[src/rtl/ep_tx_pkg.sv]
package ep_tx_pkg;

    typedef enum logic [1:0] {
        ST_FILL  = 2'd0,
        ST_HELD  = 2'd1,
        ST_DRAIN = 2'd2
    } tx_state_e;

endpackage

[src/rtl/ep_tx_buf.sv]
module ep_tx_buf #(
    parameter int DATA_W = 8,
    parameter int DEPTH  = 64,
    localparam int PTR_W = $clog2(DEPTH)
) (
    input  logic              clk,
    input  logic              wr_en,
    input  logic [PTR_W-1:0]  wr_addr,
    input  logic [DATA_W-1:0] wr_data,
    input  logic [PTR_W-1:0]  rd_addr,
    output logic [DATA_W-1:0] rd_data
);

    logic [DATA_W-1:0] mem [DEPTH];

    always_ff @(posedge clk) begin
        if (wr_en) begin
            mem[wr_addr] <= wr_data;
        end
    end

    assign rd_data = mem[rd_addr];

endmodule

[src/rtl/ep_tx_flag.sv]
module ep_tx_flag (
    input  logic clk,
    input  logic rst_n,
    input  logic set_i,
    input  logic wr_i,
    input  logic wdata_i,
    input  logic dma_en,
    output logic flag_o
);

    logic clr;

    // only a zero write with DMA mode off clears the flag
    assign clr = wr_i && !wdata_i && !dma_en;

    always_ff @(posedge clk or negedge rst_n) begin
        if (!rst_n) begin
            flag_o <= 1'b0;
        end else if (set_i) begin
            flag_o <= 1'b1;
        end else if (clr) begin
            flag_o <= 1'b0;
        end
    end

endmodule

[src/rtl/ep_tx_ctrl.sv]
module ep_tx_ctrl
    import ep_tx_pkg::*;
#(
    parameter int DEPTH  = 64,
    localparam int CNT_W = $clog2(DEPTH + 1),
    localparam int PTR_W = $clog2(DEPTH)
) (
    input  logic             clk,
    input  logic             rst_n,
    input  logic             dma_en,
    input  logic             dack,
    input  logic             sw_commit,
    input  logic             host_rd,
    output logic             dreq,
    output logic             wr_en,
    output logic [PTR_W-1:0] wr_addr,
    output logic [PTR_W-1:0] rd_addr,
    output logic             pkt_valid,
    output logic [CNT_W-1:0] pkt_len,
    output logic             pkt_auto,
    output logic             host_last,
    output logic             drain_done,
    output logic             commit_err,
    output logic [CNT_W-1:0] fill_cnt
);

    localparam logic [CNT_W-1:0] FULL_CNT = CNT_W'(DEPTH);
    localparam logic [CNT_W-1:0] ONE_CNT  = CNT_W'(1);

    tx_state_e        state_q, state_d;
    logic [CNT_W-1:0] cnt_q, cnt_d;
    logic [PTR_W-1:0] rd_q, rd_d;
    logic             auto_q, auto_d;
    logic             err_q;

    logic             in_fill;
    logic [CNT_W-1:0] cnt_inc;
    logic             hit_full;
    logic             sw_ok;
    logic             sw_bad;
    logic             rd_fire;
    logic             at_last;

    // ---------------- state register ----------------
    always_ff @(posedge clk or negedge rst_n) begin
        if (!rst_n) begin
            state_q <= ST_FILL;
            cnt_q   <= '0;
            rd_q    <= '0;
            auto_q  <= 1'b0;
            err_q   <= 1'b0;
        end else begin
            state_q <= state_d;
            cnt_q   <= cnt_d;
            rd_q    <= rd_d;
            auto_q  <= auto_d;
            err_q   <= sw_bad;
        end
    end

    // ---------------- decode of events ----------------
    always_comb begin
        in_fill  = (state_q == ST_FILL);
        cnt_inc  = cnt_q + ONE_CNT;
        hit_full = in_fill && dma_en && dack && (cnt_inc == FULL_CNT);
        sw_ok    = sw_commit && in_fill && !hit_full
                   && ((cnt_q != '0) || (dma_en && dack));
        sw_bad   = sw_commit && (!in_fill || hit_full);
        rd_fire  = host_rd && !in_fill;
        at_last  = (CNT_W'(rd_q) == (cnt_q - ONE_CNT));
    end

    // ---------------- next state ----------------
    always_comb begin
        state_d = state_q;
        cnt_d   = cnt_q;
        rd_d    = rd_q;
        auto_d  = auto_q;
        unique case (state_q)
            ST_FILL: begin
                if (dma_en && dack) begin
                    cnt_d = cnt_inc;
                end
                if (hit_full) begin
                    state_d = ST_HELD;
                    auto_d  = 1'b1;
                end else if (sw_ok) begin
                    state_d = ST_HELD;
                    auto_d  = 1'b0;
                end
                rd_d = '0;
            end
            ST_HELD: begin
                if (rd_fire) begin
                    if (at_last) begin
                        state_d = ST_FILL;
                        cnt_d   = '0;
                        rd_d    = '0;
                    end else begin
                        state_d = ST_DRAIN;
                        rd_d    = rd_q + PTR_W'(1);
                    end
                end
            end
            ST_DRAIN: begin
                if (rd_fire) begin
                    if (at_last) begin
                        state_d = ST_FILL;
                        cnt_d   = '0;
                        rd_d    = '0;
                    end else begin
                        rd_d = rd_q + PTR_W'(1);
                    end
                end
            end
            default: begin
                state_d = ST_FILL;
                cnt_d   = '0;
                rd_d    = '0;
            end
        endcase
    end

    // ---------------- outputs ----------------
    always_comb begin
        dreq       = in_fill && dma_en;
        wr_en      = in_fill && dma_en && dack;
        wr_addr    = cnt_q[PTR_W-1:0];
        rd_addr    = rd_q;
        pkt_valid  = !in_fill;
        pkt_len    = in_fill ? '0 : cnt_q;
        pkt_auto   = !in_fill && auto_q;
        host_last  = !in_fill && at_last;
        drain_done = rd_fire && at_last;
        commit_err = err_q;
        fill_cnt   = cnt_q;
    end

endmodule

[src/rtl/ep_tx_fifo_dma.sv]
module ep_tx_fifo_dma #(
    parameter int DATA_W = 8,
    parameter int DEPTH  = 64,
    localparam int CNT_W = $clog2(DEPTH + 1),
    localparam int PTR_W = $clog2(DEPTH)
) (
    input  logic              clk,
    input  logic              rst_n,
    input  logic              dma_en,
    output logic              dreq,
    input  logic              dack,
    input  logic [DATA_W-1:0] dma_wdata,
    input  logic              sw_commit,
    input  logic              flag_wr,
    input  logic              flag_wdata,
    output logic              tx_flag,
    output logic              commit_err,
    output logic              pkt_valid,
    output logic [CNT_W-1:0]  pkt_len,
    output logic              pkt_auto,
    input  logic              host_rd,
    output logic [DATA_W-1:0] host_rdata,
    output logic              host_last
);

    logic             wr_en;
    logic [PTR_W-1:0] wr_addr;
    logic [PTR_W-1:0] rd_addr;
    logic             drain_done;
    logic [CNT_W-1:0] fill_cnt;

    ep_tx_ctrl #(.DEPTH(DEPTH)) u_ctrl (
        .clk        (clk),
        .rst_n      (rst_n),
        .dma_en     (dma_en),
        .dack       (dack),
        .sw_commit  (sw_commit),
        .host_rd    (host_rd),
        .dreq       (dreq),
        .wr_en      (wr_en),
        .wr_addr    (wr_addr),
        .rd_addr    (rd_addr),
        .pkt_valid  (pkt_valid),
        .pkt_len    (pkt_len),
        .pkt_auto   (pkt_auto),
        .host_last  (host_last),
        .drain_done (drain_done),
        .commit_err (commit_err),
        .fill_cnt   (fill_cnt)
    );

    ep_tx_buf #(.DATA_W(DATA_W), .DEPTH(DEPTH)) u_buf (
        .clk     (clk),
        .wr_en   (wr_en),
        .wr_addr (wr_addr),
        .wr_data (dma_wdata),
        .rd_addr (rd_addr),
        .rd_data (host_rdata)
    );

    ep_tx_flag u_flag (
        .clk     (clk),
        .rst_n   (rst_n),
        .set_i   (drain_done),
        .wr_i    (flag_wr),
        .wdata_i (flag_wdata),
        .dma_en  (dma_en),
        .flag_o  (tx_flag)
    );

endmodule

[config.mk]
export PLATFORM = sky130hd
export DESIGN_NAME = ep_tx_fifo_dma
export DESIGN_NICKNAME = d
export VERILOG_FILES = /design/src/rtl/ep_tx_pkg.sv /design/src/rtl/ep_tx_buf.sv /design/src/rtl/ep_tx_flag.sv /design/src/rtl/ep_tx_ctrl.sv /design/src/rtl/ep_tx_fifo_dma.sv
export SDC_FILE = /design/constraint.sdc
export NUM_CORES = 1
export LEC_CHECK = 0
export CORE_UTILIZATION = 45
export CTS_CLUSTER_DIAMETER = 40
export DETAILED_ROUTE_END_ITERATION = 8
export SLEW_MARGIN = 10
export SYNTH_ARGS = -nofsm -noshare
export SYNTH_HDL_FRONTEND = slang
export SYNTH_SLANG_ARGS = --single-unit
export TNS_END_PERCENT = 10
[constraint.sdc]
create_clock -name clk -period 3.59 [get_ports clk]
set_input_delay 0.5385 -clock clk [delete_from_list [all_inputs] [get_ports clk]]
set_output_delay 0.5385 -clock clk [all_outputs]
set_load 0.005 [all_outputs]
# Word level (Yosys, flattened, before mapping)
# Memories as Yosys holds them, arrays and structs flattened.
# Cells that the tools add are included.
# classes
n_reduce_logical,28
n_eq_ne,11
add_sub_neg,3
n_mux,21
# op_table
operator,count
7-bit two-way mux,4
6-bit two-way mux,3
1-bit logical AND,14
7-bit one-hot mux with 2 select lines,1
2-bit two-way mux,6
"2-bit by 1-bit inequality test with 1-bit output, second input constant",5
"7-bit by 1-bit adder with 7-bit output, second input constant",1
6-bit by 7-bit == test with 1-bit output,1
"7-bit == test, second input constant",1
7-bit nonzero test,1
"7-bit by 1-bit subtractor with 7-bit output, second input constant",1
"6-bit by 1-bit adder with 6-bit output, second input constant",1
1-bit two-way mux,6
2-bit one-hot mux with 3 select lines,1
1-bit zero test,4
4-bit AND reduction,1
2-bit nonzero test,2
"3-bit inequality test, second input constant",1
3-bit AND reduction,1
"2-bit by 1-bit == test with 1-bit output, second input constant",1
"2-bit == test, second input constant",1
2-bit zero test,1
1-bit logical OR,2
"2-bit inequality test, second input constant",1
2 further kinds,2
# totals
inputBits,16
ff_bits,18
ram_bits,512
memories,1
# mem_list
name,words,width,rd,rd_clocked_by_memory_dff,write_ports,line,text
u_buf.mem,64,8,1,0,1,ep_tx_buf.sv:14,logic [DATA_W-1:0] mem [DEPTH];

# Logic depth before layout (Yosys ltp)
# depth
word_depth,10
ltp_mapped,9

# Cells and area by module
# A second synthesis with hierarchy kept.
# unflattened
cells_unflattened,1100
area_unflattened_um2,21459.3
# modules_own_cells
module,instances,area_each_um2,cells_each
ep_tx_buf,1,20006.7,932
ep_tx_ctrl,1,1405.1,164
ep_tx_flag,1,47.5,4

# Worst setup path before layout
# Ideal clock, no wire load.
# synth_timing
path_kind,reg2out
startpoint,"register u_ctrl.rd_q[1], in the netlist u_ctrl.rd_addr[1]"
endpoint,output host_rdata[0]
n_path_buf,3
stages_incl_launch_ff,8
required_ns,3.052
slack_ns,0.898
arrival_ns,2.154
cell_sequence,dfrtp_1 clkbuf_1 clkbuf_1 clkbuf_1 mux4_2 mux4_2 nand3_1 nand3_1
# synth_via
elab_chain_len,1
# synth_lines
item,line,text
from (decl),ep_tx_ctrl.sv:32,"logic [PTR_W-1:0] rd_q, rd_d;"
from (signal assigned),ep_tx_ctrl.sv:55,rd_q <= rd_d;
memory read 64 x 8 bit,--,
to (decl),ep_tx_fifo_dma.sv:22,"output logic [DATA_W-1:0] host_rdata,"
# Every way passes these cells.

# Worst setup path after layout
# layout_timing
startpoint,"register u_ctrl.rd_q[0], in the netlist u_ctrl.rd_addr[0]"
endpoint,output host_rdata[7]
# The elaborated chain is that of the path after synthesis.

==> metrics <==
status complete, but fails checks; violations in the final reports setup timing; top post-synthesis cells by area edfxtp_1, mux4_2, dfrtp_1; Final min period 3.65 ns; Via density 5.75; Clock Path Buffers 3; total global routing track utilization 21.8%; Final Util 55.5%; Pre-antenna DRT Iters 7; drt wl/cell 26.8 µm; post-DP HPWL 31000 µm; initial antenna violation count 0; I/O Buffers 36; Antenna Violating Nets Remaining 0; Hold Fails Final Rpt 0; DRC 0; # diodes 0; Clk Latency, worst-skew pair 0.59 ns; Synth cell types 48; register area share after synthesis 74.6%; Final Skew 0.0273 ns; CTS Hold Bufs 0; leading area contributor after synthesis edfxtp_1; CTS tree done; Mapped Cells 1016; setup repair after global routing missed its margin true; DRT iter0 DRCs 998; top cell type's share of synthesized area 72.5%; core area 46600 µm²; Post-synth EDFFs 512; Seq. cell area 15800 µm²; r2r setup slk 0.94 ns; Worst path most repeated cell buf_12; most common cell in the synthesized netlist edfxtp_1; total power 16.4 mW; type of origin of the critical path register; CP arrival 3.11 ns; DR vias 10740; number of placement rows 79; synthesized area 21200 µm²; Die ar. 48000 µm²; most common library cells after synthesis edfxtp_1, mux4_2, nor2_1; IO Count 37; max-slew violation count 0; Clock Sinks 530; Die Width 219 µm; vias in the first global route 10933; Crit Path Class register to output pin; area grow syn2layout 21.9%; ys async rst share 3.40%; first-pass GRT wire length 74300 µm; register bit total from synthesis 530; LEAKAGE 8.32 nW; multi-input logic area 5160 µm²; syn_nets 1041; sequence of cells on the critical path buf_12, buf_12, buf_16, buf_12, mux4_2, mux4_2, mux2i_1, a21oi_2, buf_2; share of cells above drive strength 1 37.0%; routability congestion estimate 0.773; Hold Crit Class input port to async pin; clock power share 40.1%; Post-Layout Inst Area 25900 µm²; P_int 12.3 mW; H-tree levels 3; fin nets 1233; Syn Area/Cell 20.9 µm²; Syn. warnings 0; Crit-path slowest cell mux4_2; net switching power 4.11 mW; combinational share of power 18.0%; final setup margin -0.0557 ns; worst-margin pin slew 1.28 ns; Routed WL 50000 µm; largest net degree at the start of global routing 65; PwrDens 636 nW/µm²; Primary FF master, synth edfxtp_1; Post-DP Area 23000 µm²; peak supply drop 0.451 mV; CP max FO 8; Critical Path Max Stage Delay 0.54 ns; Num CTS Buffers 69; CTS clk-pin slew, worst paths 0.06 ns; maxcap violations 0; Sw Ratio 25.0%; FMAX 274 MHz; slew margin rel. 14.6%; Sequential Power Share 41.9%; WP data required 3.05 ns; die height 219 µm; CP Capture Type output pin; # setup viols final 4; Starting Density 45.6%; filler instances 3408; grt ovf 0; period utilization 102%; Root Driver clkbuf_16
-- critical path, delay by kind of cell, from the launching register on --
family                 cells  cell delay (ns)
AO/OA/AOI/OAI              1             0.11
buffers and inverters      5             0.71
multiplexers               3             1.19
flip-flops                 1             0.50
-- cells by family (layout without fill, tap and decap cells) --
| logic type | Yosys count | after routing | synth area share (%) |
|---|---|---|---|
| AO/OA/AOI/OAI | 51 | 51 | 1.69 |
| XOR/XNOR | 13 | 13 | 0.537 |
| adder cells (fa/ha/maj) | 9 | 9 | 0.531 |
| buffers and inverters | 68 | 313 | 1.66 |
| flip-flops | 530 | 530 | 74.6 |
| multiplexers | 165 | 165 | 17.1 |
| AND/OR/NAND/NOR | 180 | 180 | 3.93 |
-- cell usage in the layout, fill, tap and decap left out, types with 9 or more instances in the layout --
master | Yosys | layout
mux4_2 | 157 | 157
edfxtp_1 | 512 | 512
dfrtp_1 | 18 | 14
nor2b_1 | 11 | 11
inv_6 | 0 | 10
nor2_1 | 78 | 76
buf_4 | 4 | 108
buf_12 | 0 | 18
nand2_1 | 31 | 29
buf_2 | 17 | 15
clkdlybuf4s50_1 | 0 | 20
nand3_2 | 0 | 11
clkbuf_16 | 0 | 71
a21oi_1 | 12 | 11
buf_16 | 0 | 9
nand3_1 | 28 | 17
-- area by class of cell --
type,count,share of cell area (%)
repair buffers,181,7.13
clock buffers,77,6.96
flip-flops and latches,530,61.2
well taps,607,2.94
clock inverters,47,1.66
multi-input cells,418,20.0
inverters,8,0.116
-- final timing paths --
kind | from | to | cells after the start
worst min register to register | u_flag.flag_o$_DFFE_PN0P_ | u_flag.flag_o$_DFFE_PN0P_ | 2
worst min-delay path | rst_n | u_ctrl.rd_addr[1]$_DFFE_PN0P_ | 1
worst max-delay path | u_ctrl.rd_addr[0]$_DFFE_PN0P_ | host_rdata[7] | 9
max in group asynchronous | rst_n | u_ctrl.rd_addr[0]$_DFFE_PN0P_ | 1
worst max register to register | u_ctrl.state_q[1]$_DFFE_PN0P_ | u_buf.mem[42][6]$_DFFE_PP_ | 6
min in group clk | u_flag.flag_o$_DFFE_PN0P_ | u_flag.flag_o$_DFFE_PN0P_ | 2
-- layer usage --
metal  share of wire, %  vias up  GRT usage (%)
li1                   -     4610              -
met1                 43     5730           30.9
met3                4.8       76           3.59
met5                  0        -              0
met4                2.1        0           7.01
met2                 50      324           34.8
-- power groups by stage --
stage | Sequential (mW) | Combinational, mW | Clock [mW]
after global routing | 6.89 | 3.13 | 6.95
after CTS | 6.89 | 2.96 | 6.71
after detailed placement | 7.02 | 2.52 | 0
final | 6.89 | 2.95 | 6.60
after floorplan | 6.98 | 1.61 | 0
after global placement | 7.01 | 2.50 | 0
-- sequential cells by signal, indices dropped and copies added (netlist names) --
register,count
u_ctrl.commit_err,1
u_ctrl.rd_addr,6
u_buf.mem,512
u_ctrl.state_q,2
u_ctrl.auto_q,1
u_flag.flag_o,1
u_ctrl.fill_cnt,7
-- metrics by stage --
step / cells / TNS [ns] / hold slack (ns) / setup slack (ns)
2_1_floorplan: 1016 / 0 / 0.243 / 0.898
3_3_place_gp: 1711 / 0 / 0.454 / 0.155
3_5_place_dp: 1711 / 0 / 0.474 / 0.139
4_1_cts: 1868 / -0.328 / 0.460 / -0.0755
5_1_grt: 1868 / -0.551 / 0.509 / -0.128
6_report: 1868 / -0.159 / 0.471 / -0.0557
-- repair_timing --
action | in CTS | in global routing
pin swaps | 18 | 6
setup buffers | 28 | 0
resized for setup | 69 | 13
cloned | 7 | 0
setup endpoints to repair | 8 | 9
Power figures use the tool's default switching activity.
